--- src/rtl/lwx_pkg.sv ---
package lwx_pkg;
   typedef enum logic [1:0] {
      SZ_BYTE = 2'd0,
      SZ_HALF = 2'd1,
      SZ_WORD = 2'd2,
      SZ_DBL  = 2'd3
   } lwx_size_e;
endpackage

--- src/rtl/lwx_lane_pick.sv ---
module lwx_lane_pick #(
   parameter int XLEN   = 64,
   parameter int LANE_W = 8
) (
   input  logic [XLEN-1:0]                    word_i,
   input  logic [$clog2(XLEN/LANE_W)-1:0]     addr_i,
   input  logic [1:0]                         size_i,
   output logic [XLEN-1:0]                    raw_o,
   output logic                               misalign_o
);
   localparam int NLANE = XLEN / LANE_W;
   localparam int AW    = $clog2(NLANE);
   localparam int LSH   = $clog2(LANE_W);
   localparam int SHW   = $clog2(XLEN);

   if (AW + LSH != SHW) begin : g_bad_geom
      $error("lwx_lane_pick: lane geometry does not tile the word");
   end

   logic [AW-1:0]  mask;
   logic [AW-1:0]  base;
   logic [SHW-1:0] bit_off;

   always_comb begin
      mask       = AW'((1 << size_i) - 1);
      misalign_o = |(addr_i & mask);
      base       = addr_i & ~mask;
      bit_off    = {base, {LSH{1'b0}}};
      raw_o      = word_i >> bit_off;
   end
endmodule

--- src/rtl/lwx_extend.sv ---
module lwx_extend
   import lwx_pkg::*;
#(
   parameter int XLEN = 64
) (
   input  logic [XLEN-1:0] raw_i,
   input  logic [1:0]      size_i,
   input  logic            signed_i,
   input  logic            mode64_i,
   output logic [XLEN-1:0] value_o,
   output logic            illegal_o
);
   localparam int NARROW = XLEN / 2;

   logic fill;

   always_comb begin
      fill      = 1'b0;
      illegal_o = 1'b0;
      value_o   = raw_i;
      unique case (lwx_size_e'(size_i))
         SZ_BYTE: begin
            fill    = signed_i & raw_i[7];
            value_o = {{(XLEN-8){fill}}, raw_i[7:0]};
         end
         SZ_HALF: begin
            fill    = signed_i & raw_i[15];
            value_o = {{(XLEN-16){fill}}, raw_i[15:0]};
         end
         SZ_WORD: begin
            // Mode, not the signed flag, picks the extension of a word.
            fill    = mode64_i & raw_i[NARROW-1];
            value_o = {{(XLEN-NARROW){fill}}, raw_i[NARROW-1:0]};
         end
         SZ_DBL: begin
            value_o   = raw_i;
            illegal_o = ~mode64_i;
         end
         default: value_o = raw_i;
      endcase
   end
endmodule

--- src/rtl/lwx_shift_right.sv ---
module lwx_shift_right #(
   parameter int XLEN        = 64,
   parameter bit LOG_SHIFTER = 1'b1
) (
   input  logic [XLEN-1:0]         value_i,
   input  logic [$clog2(XLEN)-1:0] amt_i,
   input  logic                    arith_i,
   input  logic                    wide_i,
   output logic [XLEN-1:0]         result_o
);
   localparam int SHW    = $clog2(XLEN);
   localparam int NARROW = XLEN / 2;

   logic [XLEN-1:0] opnd;
   logic [SHW-1:0]  eff_amt;
   logic            fill;

   // Narrow width: pre-extend the low half, then one full-width shift
   // leaves the upper half already extended from bit NARROW-1.
   always_comb begin
      if (wide_i) begin
         opnd    = value_i;
         eff_amt = amt_i;
      end else begin
         opnd    = {{NARROW{arith_i & value_i[NARROW-1]}}, value_i[NARROW-1:0]};
         eff_amt = {1'b0, amt_i[SHW-2:0]};
      end
      fill = arith_i & opnd[XLEN-1];
   end

   if (LOG_SHIFTER) begin : g_log
      logic [XLEN-1:0] stg [SHW+1];
      assign stg[0] = opnd;
      for (genvar k = 0; k < SHW; k++) begin : g_stage
         localparam int D = 1 << k;
         assign stg[k+1] = eff_amt[k] ? {{D{fill}}, stg[k][XLEN-1:D]} : stg[k];
      end
      assign result_o = stg[SHW];
   end else begin : g_flat
      assign result_o = fill ? ~((~opnd) >> eff_amt) : (opnd >> eff_amt);
   end
endmodule

--- src/rtl/load_width_extender.sv ---
module load_width_extender #(
   parameter int XLEN        = 64,
   parameter int LANE_W      = 8,
   parameter bit LOG_SHIFTER = 1'b1
) (
   input  logic                           clk,
   input  logic                           rst_n,
   input  logic                           mode64_i,
   input  logic                           ld_valid_i,
   input  logic [XLEN-1:0]                ld_word_i,
   input  logic [$clog2(XLEN/LANE_W)-1:0] ld_addr_i,
   input  logic [1:0]                     ld_size_i,
   input  logic                           ld_signed_i,
   input  logic                           sh_valid_i,
   input  logic [XLEN-1:0]                sh_value_i,
   input  logic [$clog2(XLEN)-1:0]        sh_amt_i,
   input  logic                           sh_arith_i,
   input  logic                           sh_wide_i,
   output logic                           ld_valid_o,
   output logic [XLEN-1:0]                ld_data_o,
   output logic                           ld_misalign_o,
   output logic                           ld_illegal_o,
   output logic                           sh_valid_o,
   output logic [XLEN-1:0]                sh_data_o
);
   localparam int NARROW = XLEN / 2;

   if (XLEN != 64 || LANE_W != 8) begin : g_bad_param
      $error("load_width_extender: size codes assume 64-bit words of 8-bit lanes");
   end

   logic [XLEN-1:0] raw;
   logic            mis;
   logic [XLEN-1:0] ext_val;
   logic            ill;
   logic [XLEN-1:0] sh_res;
   logic            fault;

   lwx_lane_pick #(.XLEN(XLEN), .LANE_W(LANE_W)) u_pick (
      .word_i     (ld_word_i),
      .addr_i     (ld_addr_i),
      .size_i     (ld_size_i),
      .raw_o      (raw),
      .misalign_o (mis)
   );

   lwx_extend #(.XLEN(XLEN)) u_ext (
      .raw_i     (raw),
      .size_i    (ld_size_i),
      .signed_i  (ld_signed_i),
      .mode64_i  (mode64_i),
      .value_o   (ext_val),
      .illegal_o (ill)
   );

   lwx_shift_right #(.XLEN(XLEN), .LOG_SHIFTER(LOG_SHIFTER)) u_shr (
      .value_i  (sh_value_i),
      .amt_i    (sh_amt_i),
      .arith_i  (sh_arith_i),
      .wide_i   (sh_wide_i),
      .result_o (sh_res)
   );

   assign fault = mis | ill;

   always_ff @(posedge clk or negedge rst_n) begin
      if (!rst_n) begin
         ld_valid_o    <= 1'b0;
         ld_data_o     <= '0;
         ld_misalign_o <= 1'b0;
         ld_illegal_o  <= 1'b0;
         sh_valid_o    <= 1'b0;
         sh_data_o     <= '0;
      end else begin
         ld_valid_o    <= ld_valid_i;
         ld_data_o     <= (ld_valid_i && !fault) ? ext_val : '0;
         ld_misalign_o <= ld_valid_i & mis;
         ld_illegal_o  <= ld_valid_i & ill;
         sh_valid_o    <= sh_valid_i;
         sh_data_o     <= sh_valid_i ? sh_res : '0;
      end
   end

   p_ld_latency_r1: assert property (@(posedge clk) disable iff (!rst_n)
      ld_valid_o == $past(ld_valid_i));

   p_word32_zero_r5: assert property (@(posedge clk) disable iff (!rst_n)
      (ld_valid_o && $past(ld_size_i) == 2'd2 && !$past(mode64_i))
         |-> ld_data_o[XLEN-1:NARROW] == '0);

   p_fault_zero_r7: assert property (@(posedge clk) disable iff (!rst_n)
      (ld_valid_o && (ld_misalign_o || ld_illegal_o)) |-> ld_data_o == '0);

   p_illegal_dbl_r8: assert property (@(posedge clk) disable iff (!rst_n)
      ld_valid_o |-> (ld_illegal_o == ($past(ld_size_i) == 2'd3 && !$past(mode64_i))));

   p_idle_quiet_r9: assert property (@(posedge clk) disable iff (!rst_n)
      !ld_valid_o |-> (!ld_misalign_o && !ld_illegal_o && ld_data_o == '0));

   p_narrow_logical_r11: assert property (@(posedge clk) disable iff (!rst_n)
      (sh_valid_o && !$past(sh_wide_i) && !$past(sh_arith_i))
         |-> sh_data_o[XLEN-1:NARROW] == '0);

   p_sh_latency_r12: assert property (@(posedge clk) disable iff (!rst_n)
      sh_valid_o == $past(sh_valid_i));
endmodule

--- config.mk ---
export PLATFORM = sky130hd
export DESIGN_NAME = load_width_extender
export DESIGN_NICKNAME = d
export VERILOG_FILES = /design/src/rtl/lwx_pkg.sv /design/src/rtl/lwx_lane_pick.sv /design/src/rtl/lwx_extend.sv /design/src/rtl/lwx_shift_right.sv /design/src/rtl/load_width_extender.sv
export SDC_FILE = /design/constraint.sdc
export NUM_CORES = 1
export LEC_CHECK = 0
export CORE_ASPECT_RATIO = 0.8
export CORE_MARGIN = 2
export CORE_UTILIZATION = 40
export DETAILED_ROUTE_END_ITERATION = 10
export PLACE_DENSITY = 0.66
export SLEW_MARGIN = 20
export SYNTH_ARGS = -nofsm -noshare
export SYNTH_HDL_FRONTEND = slang
export SYNTH_SLANG_ARGS = --single-unit
export TNS_END_PERCENT = 5
--- constraint.sdc ---
create_clock -name clk -period 0.9 [get_ports clk]
set_input_delay 0.225 -clock clk [delete_from_list [all_inputs] [get_ports clk]]
set_output_delay 0.225 -clock clk [all_outputs]
set_load 0.02 [all_outputs]
==> results.py, run 1 <==
metrics = {
    "run_status": {
        "outcome": "finished with violations",
        "violations": "negative setup slack",
    },
    "timing": {
        "tightest_slew_ns": 0.548,
        "hold_ws_ns": 0.261,
        "slew_headroom": 0.633,
        "setup_viol": 260,
        "fin_tns_setup_ns": -130.14,
        "maxSlewViolCount": 0,
        "fin_crit_ns": 1.81,
        "max_freq_ghz": 0.552,
        "finalCritPeriodShare": 2.01,
        "setup_ws_ns": -0.912,
        "hold_viol": 0,
        "rsz0062_at_grt": "yes",
    },
    "floorplanning": {
        "rows": 51,
        "ios": 279,
        "dieHeight_um": 145,
        "die_w_um": 180,
        "design.core.area_sq_um": 24400,
        "initial_core_util": 0.407,
        "dieArea_sq_um": 26100,
    },
    "detailed_routing": {
        "vias": 13482,
        "drt_iter0_markers": 1768,
        "drcViolationCount": 0,
        "drt_pass1_iterations": 6,
        "drt-wirelength-per-cell_um": 26.7,
        "vias_per_cell": 6.29,
        "totalWireLength_um": 57100,
        "antenna_left": 0,
    },
    "hold_path": {
        "hold_class": "input pin to async pin",
    },
    "worst_setup_path": {
        "crit_fanout": 2,
        "startpoint": "sh_value_i[7]",
        "cpMaxStageDelayCell": "mux4_2",
        "cp-start-kind": "input pin",
        "worstPathRequired_ns": 1.23,
        "cp_top_family": "multiplexers",
        "crit_type": "input pin to flop",
        "worst_setup_path_end_kind": "flop",
        "path_depth": 6,
        "crit_buf_inv": 1,
        "crit_chain": "clkdlybuf4s50_1, mux2i_1, mux2i_2, mux4_2, a22oi_2, a21bo_1",
        "cp.arrival_ns": 2.14,
        "max_stage_delay_ns": 0.59,
    },
    "synthesis": {
        "yosys_warnings": 0,
        "synthesis.area_sq_um": 9930,
        "ys_seq_area_frac": 0.333,
        "synthFlopType": "dfrtp_1",
        "synth_top_area_cell": "dfrtp_1",
        "synthDistinctLibCells": 75,
        "synth_cells": 1184,
        "syn_nets": 1331,
        "syn_area_per_cell_sq_um": 8.39,
        "synth_edf_count": 0,
        "netlist.area_leader.share": 0.333,
        "ys_seq_elements": 132,
        "netlist_top_cells_area": "dfrtp_1 33%, nand2_1 7.9%, mux4_2 6.8%, a21oi_1 6.0%, mux2i_1 5.7%",
        "synthArstFlopShare": 1.00,
    },
    "grt": {
        "gr-total-overflow": 0,
        "grt_max_degree": 36,
        "antenna_found_initial": 1,
        "grt_first_pass_wirelength_um": 81400,
        "groute.usage.overall": 0.411,
        "grt_pass1_vias": 12716,
    },
    "power": {
        "p_int_mw": 16.1,
        "power_frac_comb": 0.424,
        "power.density_nw_per_um2": 1340,
        "vdd_drop_max_v": 0.00143,
        "p_switching_mw": 8.63,
        "clkPwrFrac": 0.311,
        "swShare": 0.349,
        "seqPwrFrac": 0.266,
        "p_leak_nw": 8.54,
    },
    "place": {
        "dp_hpwl_um": 41600,
        "gp_congestion": 1.03,
        "buffer_ports.inserted": 278,
    },
    "layout": {
        "layout.nets": 1959,
        "drive_above_1_share": 0.505,
        "nFillCells": 1711,
        "area_delta_synth_final_pct": 85.8,
    },
    "clocking": {
        "h-tree-depth": 4,
        "root_buffer": "clkbuf_16",
        "cts_tree": "yes",
        "cts_sinks": 132,
        "cts_buffers": 17,
        "clockBufferDepth": 2,
        "path_clk_slew_ns": 0.06,
    },
    "flow_run": {
        "drv_cap": 0,
    },
}
[metal layers]
layer,part of all wire,vias up,routed length [um],global-route usage
met5,0,-,0,0
met4,0.031,0,1780,0.123
met3,0.14,170,8080,0.140
met2,0.41,1038,23400,0.558
met1,0.42,6594,23900,0.611
li1,-,5680,-,-
[cell usage after synthesis, types with 8 or more instances]
| cell type | number |
|---|---|
| and2_1 | 8 |
| nor2_1 | 93 |
| a31oi_1 | 8 |
| buf_2 | 21 |
| a211oi_1 | 17 |
| mux2_2 | 37 |
| nand2_1 | 210 |
| or2_2 | 8 |
| buf_6 | 10 |
| nand3_1 | 45 |
| a21oi_1 | 119 |
| o22ai_1 | 41 |
| buf_1 | 11 |
| o211ai_1 | 14 |
| a22oi_1 | 10 |
| mux4_2 | 30 |
| a2bb2oi_1 | 8 |
| dfrtp_1 | 132 |
| o21ai_0 | 52 |
| o22a_1 | 10 |
| mux2i_1 | 57 |
| a221oi_1 | 19 |
| clkbuf_1 | 64 |
| nor3_1 | 20 |
| o221ai_1 | 13 |
[sequential cells by signal, summed over array words and instances (netlist names)]
signal	cells
sh_valid_o	1
ld_illegal_o	1
ld_misalign_o	1
ld_data_o	64
ld_valid_o	1
sh_data_o	64
[cell families after synthesis]
group                  after synthesis  share of synthesized area
buffers and inverters              119                     0.0559
and+or+nand+nor                    427                      0.188
DFF                                132                      0.333
muxes                              124                      0.167
AOI/OAI and AO/OA                  382                      0.256
[path summary, 6_finish.rpt]
path | endpoint | slack [ns]
setup / recovery | sh_data_o[6] | -0.91
hold / removal | ld_valid_o | 0.26
max in group asynchronous | ld_data_o[2] | 0.13
min in group clk | ld_illegal_o | 0.32
[repair_timing]
action / in CTS / in global routing
pin swaps: 66 / 66
buffers inserted: 27 / 22
setup endpoints to repair: 262 / 260
endpoints found under the hold margin: 116 / 0
cloned: 9 / 4
resized for setup: 657 / 367
hold buffers: 1 / 0
[cell usage in the layout, fill, tap and decap left out, drive strengths merged, types with 5 or more instances in the layout]
| cell type | count |
|---|---|
| o22a | 10 |
| clkinv | 8 |
| nand2 | 210 |
| mux2i | 57 |
| clkdlybuf4s50 | 71 |
| a2bb2oi | 8 |
| o211ai | 14 |
| nor2 | 94 |
| a21o | 5 |
| mux2 | 37 |
| a22oi | 10 |
| a31oi | 8 |
| buf | 568 |
| o21a | 7 |
| clkbuf | 35 |
| nand3 | 45 |
| a221oi | 19 |
| o32ai | 5 |
| o31ai | 6 |
| o21ai | 53 |
| o221ai | 13 |
| nor3 | 21 |
| dlygate4sd2 | 47 |
| nor3b | 6 |
| a211oi | 19 |
| dlymetal6s2s | 11 |
| inv | 9 |
| and2 | 8 |
| mux4 | 30 |
| o22ai | 41 |
| nor2b | 6 |
| dfrtp | 132 |
| a21oi | 119 |
| or2 | 8 |
[layout make-up]
| type | instances | area [sq um] | area share |
|---|---|---|---|
| antenna | 1 | 2.50 | 0.000136 |
| multi-input combinational | 933 | 7560 | 0.409 |
| inverter | 11 | 45.0 | 0.00244 |
| sequential | 132 | 3300 | 0.179 |
| clock inverter | 12 | 176 | 0.00956 |
| clock buffer | 20 | 467 | 0.0253 |
| timing repair buffer | 717 | 6510 | 0.353 |
| tap | 318 | 398 | 0.0216 |
[stage by stage]
step	total power, mW	cell area [sq um]	std cells	worst slack (ns)	utilization
final	24.7	18500	2144	-0.912	0.757
after global routing	25.4	18500	2143	-0.922	0.757
after floorplan	10.3	9960	1184	-1.00	-
after detailed placement	15.2	15800	2055	-1.97	0.646
after CTS	23.7	17500	2121	-0.885	0.720
after global placement	15.2	15800	2055	-1.91	0.646
[power by group through the flow]
| stage | Combinational [mW] | Sequential [mW] | Clock [mW] |
|---|---|---|---|
| 6_report | 10.5 | 6.56 | 7.68 |
| 5_1_grt | 10.8 | 6.59 | 7.97 |
| 3_5_place_dp | 8.61 | 6.62 | 0 |
| 3_3_place_gp | 8.58 | 6.62 | 0 |
| 2_1_floorplan | 3.13 | 7.13 | 0 |
| 4_1_cts | 9.52 | 6.55 | 7.65 |
Note: power is estimated with default switching activity, not from simulation.
==> run 2, diff against run 1 <==
--- a/config.mk
+++ b/config.mk
@@ -8,10 +8,11 @@
 export CORE_ASPECT_RATIO = 0.8
 export CORE_MARGIN = 2
 export CORE_UTILIZATION = 40
+export CTS_CLUSTER_SIZE = 8
 export DETAILED_ROUTE_END_ITERATION = 10
 export PLACE_DENSITY = 0.66
-export SLEW_MARGIN = 20
+export SLEW_MARGIN = 10
 export SYNTH_ARGS = -nofsm -noshare
 export SYNTH_HDL_FRONTEND = slang
 export SYNTH_SLANG_ARGS = --single-unit
-export TNS_END_PERCENT = 5
+export TNS_END_PERCENT = 20
==> results.py, run 2 (synthesized netlist as in run 1, its figures left out) <==
metrics = {
    "run_status": {
        "outcome": "finished with violations",
        "violations": "negative setup slack",
    },
    "detailed_routing": {
        "vias": 14526,
        "met1_length_um": 25300,
        "vias_per_cell": 6.58,
        "drcViolationCount": 0,
        "highest_layer": "met5",
        "totalWireLength_um": 63900,
        "drt-wirelength-per-cell_um": 29.0,
        "wl_met3_um": 9430,
        "drt_iter0_markers": 1962,
        "drt_pass1_iterations": 6,
        "route.met2.wl_um": 25700,
        "antenna_left": 0,
    },
    "grt": {
        "grt_max_degree": 35,
        "grt_first_pass_wirelength_um": 87900,
        "grt_pass1_vias": 13479,
        "gr-total-overflow": 0,
        "groute.usage.overall": 0.445,
        "antenna_found_initial": 5,
    },
    "power": {
        "clkPwrFrac": 0.296,
        "p_leak_nw": 8.98,
        "p_int_mw": 16.5,
        "p_switching_mw": 9.41,
        "swShare": 0.363,
        "power_frac_comb": 0.451,
        "vdd_drop_max_v": 0.00142,
        "seqPwrFrac": 0.253,
        "power.density_nw_per_um2": 1310,
    },
    "worst_setup_path": {
        "crit_fanout": 7,
        "crit_type": "input pin to flop",
        "worstPathRequired_ns": 1.20,
        "worst_setup_path_end_kind": "flop",
        "cp-start-kind": "input pin",
        "cp.arrival_ns": 2.21,
    },
    "flow_run": {
        "drv_cap": 0,
    },
    "layout": {
        "layout.nets": 2021,
        "mostFrequentLayoutCells": "378 x buf_4, 198 x nand2_1, 130 x dfrtp_1",
        "drive_above_1_share": 0.571,
        "layout_commonest_cell": "buf_4",
        "area_delta_synth_final_pct": 99.9,
        "reg.largest.list": "ld_data_o (64), sh_data_o (64)",
        "finalNonFillerCells": 2207,
    },
    "place": {
        "gp_congestion": 1.03,
        "dp_slack_ns": -1.94,
        "place_inst": 2058,
        "dp_hpwl_um": 42100,
        "buffer_ports.inserted": 278,
    },
    "floorplanning": {
        "die_w_um": 180,
        "initial_core_util": 0.407,
        "dieArea_sq_um": 26100,
        "dieHeight_um": 145,
        "ios": 279,
        "rows": 51,
        "design.core.area_sq_um": 24400,
    },
    "timing": {
        "hold_viol": 0,
        "fin_crit_ns": 1.92,
        "hold_ws_ns": 0.257,
        "maxSlewViolCount": 0,
        "tightest_slew_ns": 0.555,
        "fin_tns_setup_ns": -140.46,
        "slew_headroom": 0.629,
        "setup_viol": 261,
        "finalCritPeriodShare": 2.13,
        "setup_ws_ns": -1.02,
        "max_freq_ghz": 0.522,
        "rsz0062_at_grt": "yes",
    },
    "clocking": {
        "h-tree-depth": 4,
        "cts_buffers": 17,
        "clockBufferDepth": 2,
        "cts_tree": "yes",
        "path_clk_slew_ns": 0.06,
        "root_buffer": "clkbuf_16",
        "cts_sinks": 132,
    },
    "hold_path": {
        "hold_class": "input pin to async pin",
    },
}
## run 2: cell types whose count changed in the layout (fill, tap and decap cells not counted), moves of 10 or more
cell,before,now
buf_2,69,79
a21oi_1,77,43
mux2i_1,38,24
a21oi_2,40,53
buf_4,349,378
a21oi_4,2,23
buf_8,6,16
## run 2: what timing repair did
item,CTS,global route
gates cloned,16,4
setup endpoints to repair,262,261
resized for setup,516,609
pin swaps,107,64
hold buffers,1,0
endpoints found under the hold margin,73,0
setup buffers,71,31
## run 2: per-stage QoR
| stage | cell area (sq um) | power (mW) | util |
|---|---|---|---|
| after detailed placement | 15800 | 15.2 | 0.648 |
| after global placement | 15800 | 15.2 | 0.648 |
| after floorplan | 9970 | 10.3 | - |
| after CTS | 19000 | 24.6 | 0.781 |
| after global routing | 19900 | 26.5 | 0.814 |
| final | 19900 | 25.9 | 0.815 |
## run 2: per-layer routing
metal / track usage / vias up
li1: - / 5825
met1: 0.628 / 6991
met2: 0.611 / 1356
met3: 0.186 / 350
met4: 0.146 / 4
met5: 0 / -
## run 2: power by group through the flow
stage | clock network, mW | logic (mW) | registers [mW]
6_report | 7.67 | 11.7 | 6.56
3_5_place_dp | 0 | 8.60 | 6.62
3_3_place_gp | 0 | 8.58 | 6.62
2_1_floorplan | 0 | 3.13 | 7.13
4_1_cts | 7.63 | 10.5 | 6.53
5_1_grt | 7.93 | 12.0 | 6.58
## run 2: area by class of cell
class,instances,area (sq um)
Multi-Input combinational cell,933,8250
Tap cell,318,398
Timing Repair Buffer,779,7210
Sequential cell,132,3310
Clock buffer,18,439
Fill cell,1454,4520
Antenna cell,2,5.00
Inverter,11,46.3
Clock inverter,14,201
## run 2: worst max-delay path by stage
stage                         to  slack, ns        start
global placement    sh_data_o[1]      -1.89    sh_wide_i
finish              sh_data_o[9]      -1.02  sh_amt_i[1]
global route        sh_data_o[9]      -1.00  sh_amt_i[1]
floorplan           sh_data_o[6]      -1.00  sh_amt_i[0]
detailed placement  sh_data_o[1]      -1.94    sh_wide_i
CTS                 sh_data_o[5]      -0.88  sh_amt_i[0]
## run 2: critical path, cell delays in order
cell       delay (ns)
buf_8            0.11
buf_12           0.15
and3b_2          0.37
buf_6            0.13
a2bb2oi_2        0.06
and4b_2          0.28
buf_12           0.15
buf_4            0.14
and3_4           0.17
a211oi_2         0.26
o22ai_1          0.15
==> run 3, diff against run 2 <==
--- a/config.mk
+++ b/config.mk
@@ -10,7 +10,8 @@
 export CORE_UTILIZATION = 40
 export CTS_CLUSTER_SIZE = 8
 export DETAILED_ROUTE_END_ITERATION = 10
-export PLACE_DENSITY = 0.66
+export DONT_BUFFER_PORTS = 1
+export PLACE_DENSITY = 0.51
 export SLEW_MARGIN = 10
 export SYNTH_ARGS = -nofsm -noshare
 export SYNTH_HDL_FRONTEND = slang
==> results.py, run 3 (synthesized netlist as in run 1, its figures left out) <==
metrics = {
    "layout": {
        "multi_input_area_sq_um": 7190,
        "layout.nets": 1571,
        "drive_above_1_share": 0.486,
        "nFillCells": 2157,
        "reg.largest.list": "ld_data_o (64), sh_data_o (64)",
        "area_delta_synth_final_pct": 46.6,
        "regArea_sq_um": 3430,
        "mostFrequentLayoutCells": "257 x buf_4, 200 x nand2_1, 100 x dfrtp_2",
        "final_area_sq_um": 14600,
        "postLayoutCoreUtil": 0.597,
        "layout_commonest_cell": "buf_4",
        "diodes": 0,
    },
    "floorplanning": {
        "ios": 279,
        "initial_core_util": 0.407,
        "die_w_um": 180,
        "rows": 51,
        "design.core.area_sq_um": 24400,
        "dieArea_sq_um": 26100,
        "dieHeight_um": 145,
    },
    "detailed_routing": {
        "vias_per_cell": 6.41,
        "antenna_left": 0,
        "drt_pass1_iterations": 6,
        "vias": 11249,
        "drt_iter0_markers": 1331,
        "totalWireLength_um": 48800,
        "drcViolationCount": 0,
        "drt-wirelength-per-cell_um": 27.8,
    },
    "power": {
        "power.density_nw_per_um2": 1460,
        "vdd_drop_max_v": 0.00135,
        "p_leak_nw": 6.11,
    },
    "timing": {
        "finalCritPeriodShare": 1.79,
        "setup_ws_ns": -0.710,
        "hold_ws_ns": -0.511,
        "hold_viol": 151,
        "tightest_slew_ns": 0.703,
        "maxSlewViolCount": 0,
        "setup_viol": 260,
        "rsz0062_at_grt": "yes",
        "fin_tns_setup_ns": -95.94,
        "slew_headroom": 0.528,
        "fin_crit_ns": 1.61,
        "max_freq_ghz": 0.621,
    },
    "place": {
        "dp_hpwl_um": 36100,
        "place_area_sq_um": 12200,
        "buffer_ports.inserted": 0,
        "gp_congestion": 1.02,
    },
    "grt": {
        "grt_max_degree": 133,
        "grt_first_pass_wirelength_um": 71200,
        "groute.usage.overall": 0.360,
        "gr-total-overflow": 0,
        "antenna_found_initial": 1,
        "grt_pass1_vias": 10701,
    },
    "clocking": {
        "clockBufferDepth": 2,
        "cts_buffers": 17,
        "path_clk_slew_ns": 0.07,
        "h-tree-depth": 4,
        "cts_tree": "yes",
        "cts_sinks": 132,
        "root_buffer": "clkbuf_16",
        "cts_hold_buf": 23,
    },
    "worst_setup_path": {
        "crit_chain": "or3b_4, mux4_2, nor2_4, nor3b_4, o21bai_4, buf_12, a21oi_1",
        "worstPathRequired_ns": 1.20,
        "crit_type": "input pin to flop",
        "crit_buf_inv": 1,
        "cp-start-kind": "input pin",
        "cp_top_family": "simple AND/OR/NAND/NOR gates",
        "cpMaxStageDelayCell": "mux4_2",
        "worst_setup_path_end_kind": "flop",
        "path_depth": 7,
        "crit_fanout": 34,
        "max_stage_delay_ns": 0.49,
        "cp.arrival_ns": 1.90,
    },
    "run_status": {
        "violations": "negative hold slack, negative setup slack",
        "outcome": "finished with violations",
    },
    "flow_run": {
        "drv_cap": 0,
    },
    "hold_path": {
        "hold_class": "input pin to async pin",
    },
}
run 3: changes by cell type in the layout (fill, tap and decap cells not counted), sizes merged, moves of 7 or more:
| cell | previous run | this run |
|---|---|---|
| buf | 623 | 302 |
| clkbuf | 42 | 21 |
| clkdlybuf4s15 | 7 | 0 |
| clkdlybuf4s50 | 75 | 0 |
| dlygate4sd2 | 40 | 0 |
| dlygate4sd3 | 1 | 22 |
| dlymetal6s2s | 9 | 0 |
| inv | 10 | 18 |
run 3: repair_timing:
item / CTS / global route
setup endpoints to repair: 260 / 261
cloned: 2 / 4
gates resized for setup: 231 / 138
pin swaps: 46 / 18
endpoints found under the hold margin: 192 / 151
setup buffers: 5 / 11
run 3: area by class of cell:
cell class / count / area share
Clock buffer: 17 / 0.0292
Clock inverter: 15 / 0.0109
Inverter: 11 / 0.00309
Multi-Input combinational cell: 933 / 0.494
Sequential cell: 132 / 0.235
Tap cell: 318 / 0.0273
Timing Repair Buffer: 329 / 0.200
run 3: per-stage QoR:
| step | hold slack [ns] | cells | total power, mW | worst slack (ns) |
|---|---|---|---|---|
| floorplan | -0.0706 | 1184 | 10.3 | -1.00 |
| global placement | -0.0681 | 1684 | 12.8 | -1.23 |
| detailed placement | -0.0681 | 1684 | 12.7 | -1.26 |
| CTS | -0.524 | 1742 | 20.6 | -0.600 |
| global route | -0.522 | 1755 | 21.8 | -0.759 |
| finish | -0.511 | 1755 | 21.2 | -0.710 |
run 3: how the worst max path moves through the flow:
stage / startpoint / to / slack [ns]
6_report: ld_size_i[1] / ld_data_o[38] / -0.71
5_1_grt: sh_wide_i / sh_data_o[7] / -0.76
4_1_cts: sh_amt_i[1] / sh_data_o[1] / -0.60
3_5_place_dp: sh_amt_i[2] / sh_data_o[1] / -1.26
3_3_place_gp: sh_amt_i[2] / sh_data_o[1] / -1.23
2_1_floorplan: sh_amt_i[0] / sh_data_o[6] / -1.00
run 3: report_power, final:
part           internal [mW]  leakage [nW]  switching [mW]  total, mW
sequential              6.41          1.61           0.801       7.22
combinational           3.29          4.21            3.60       6.90
clock                   3.94         0.285            3.14       7.09
run 3: routing by layer:
| layer | wire length, um | global-route usage | up-vias |
|---|---|---|---|
| met5 | 15 | 0 | - |
| met4 | 1360 | 0.0891 | 2 |
| met3 | 6380 | 0.128 | 102 |
| met2 | 19100 | 0.474 | 741 |
| met1 | 21900 | 0.549 | 5507 |
| li1 | - | - | 4897 |
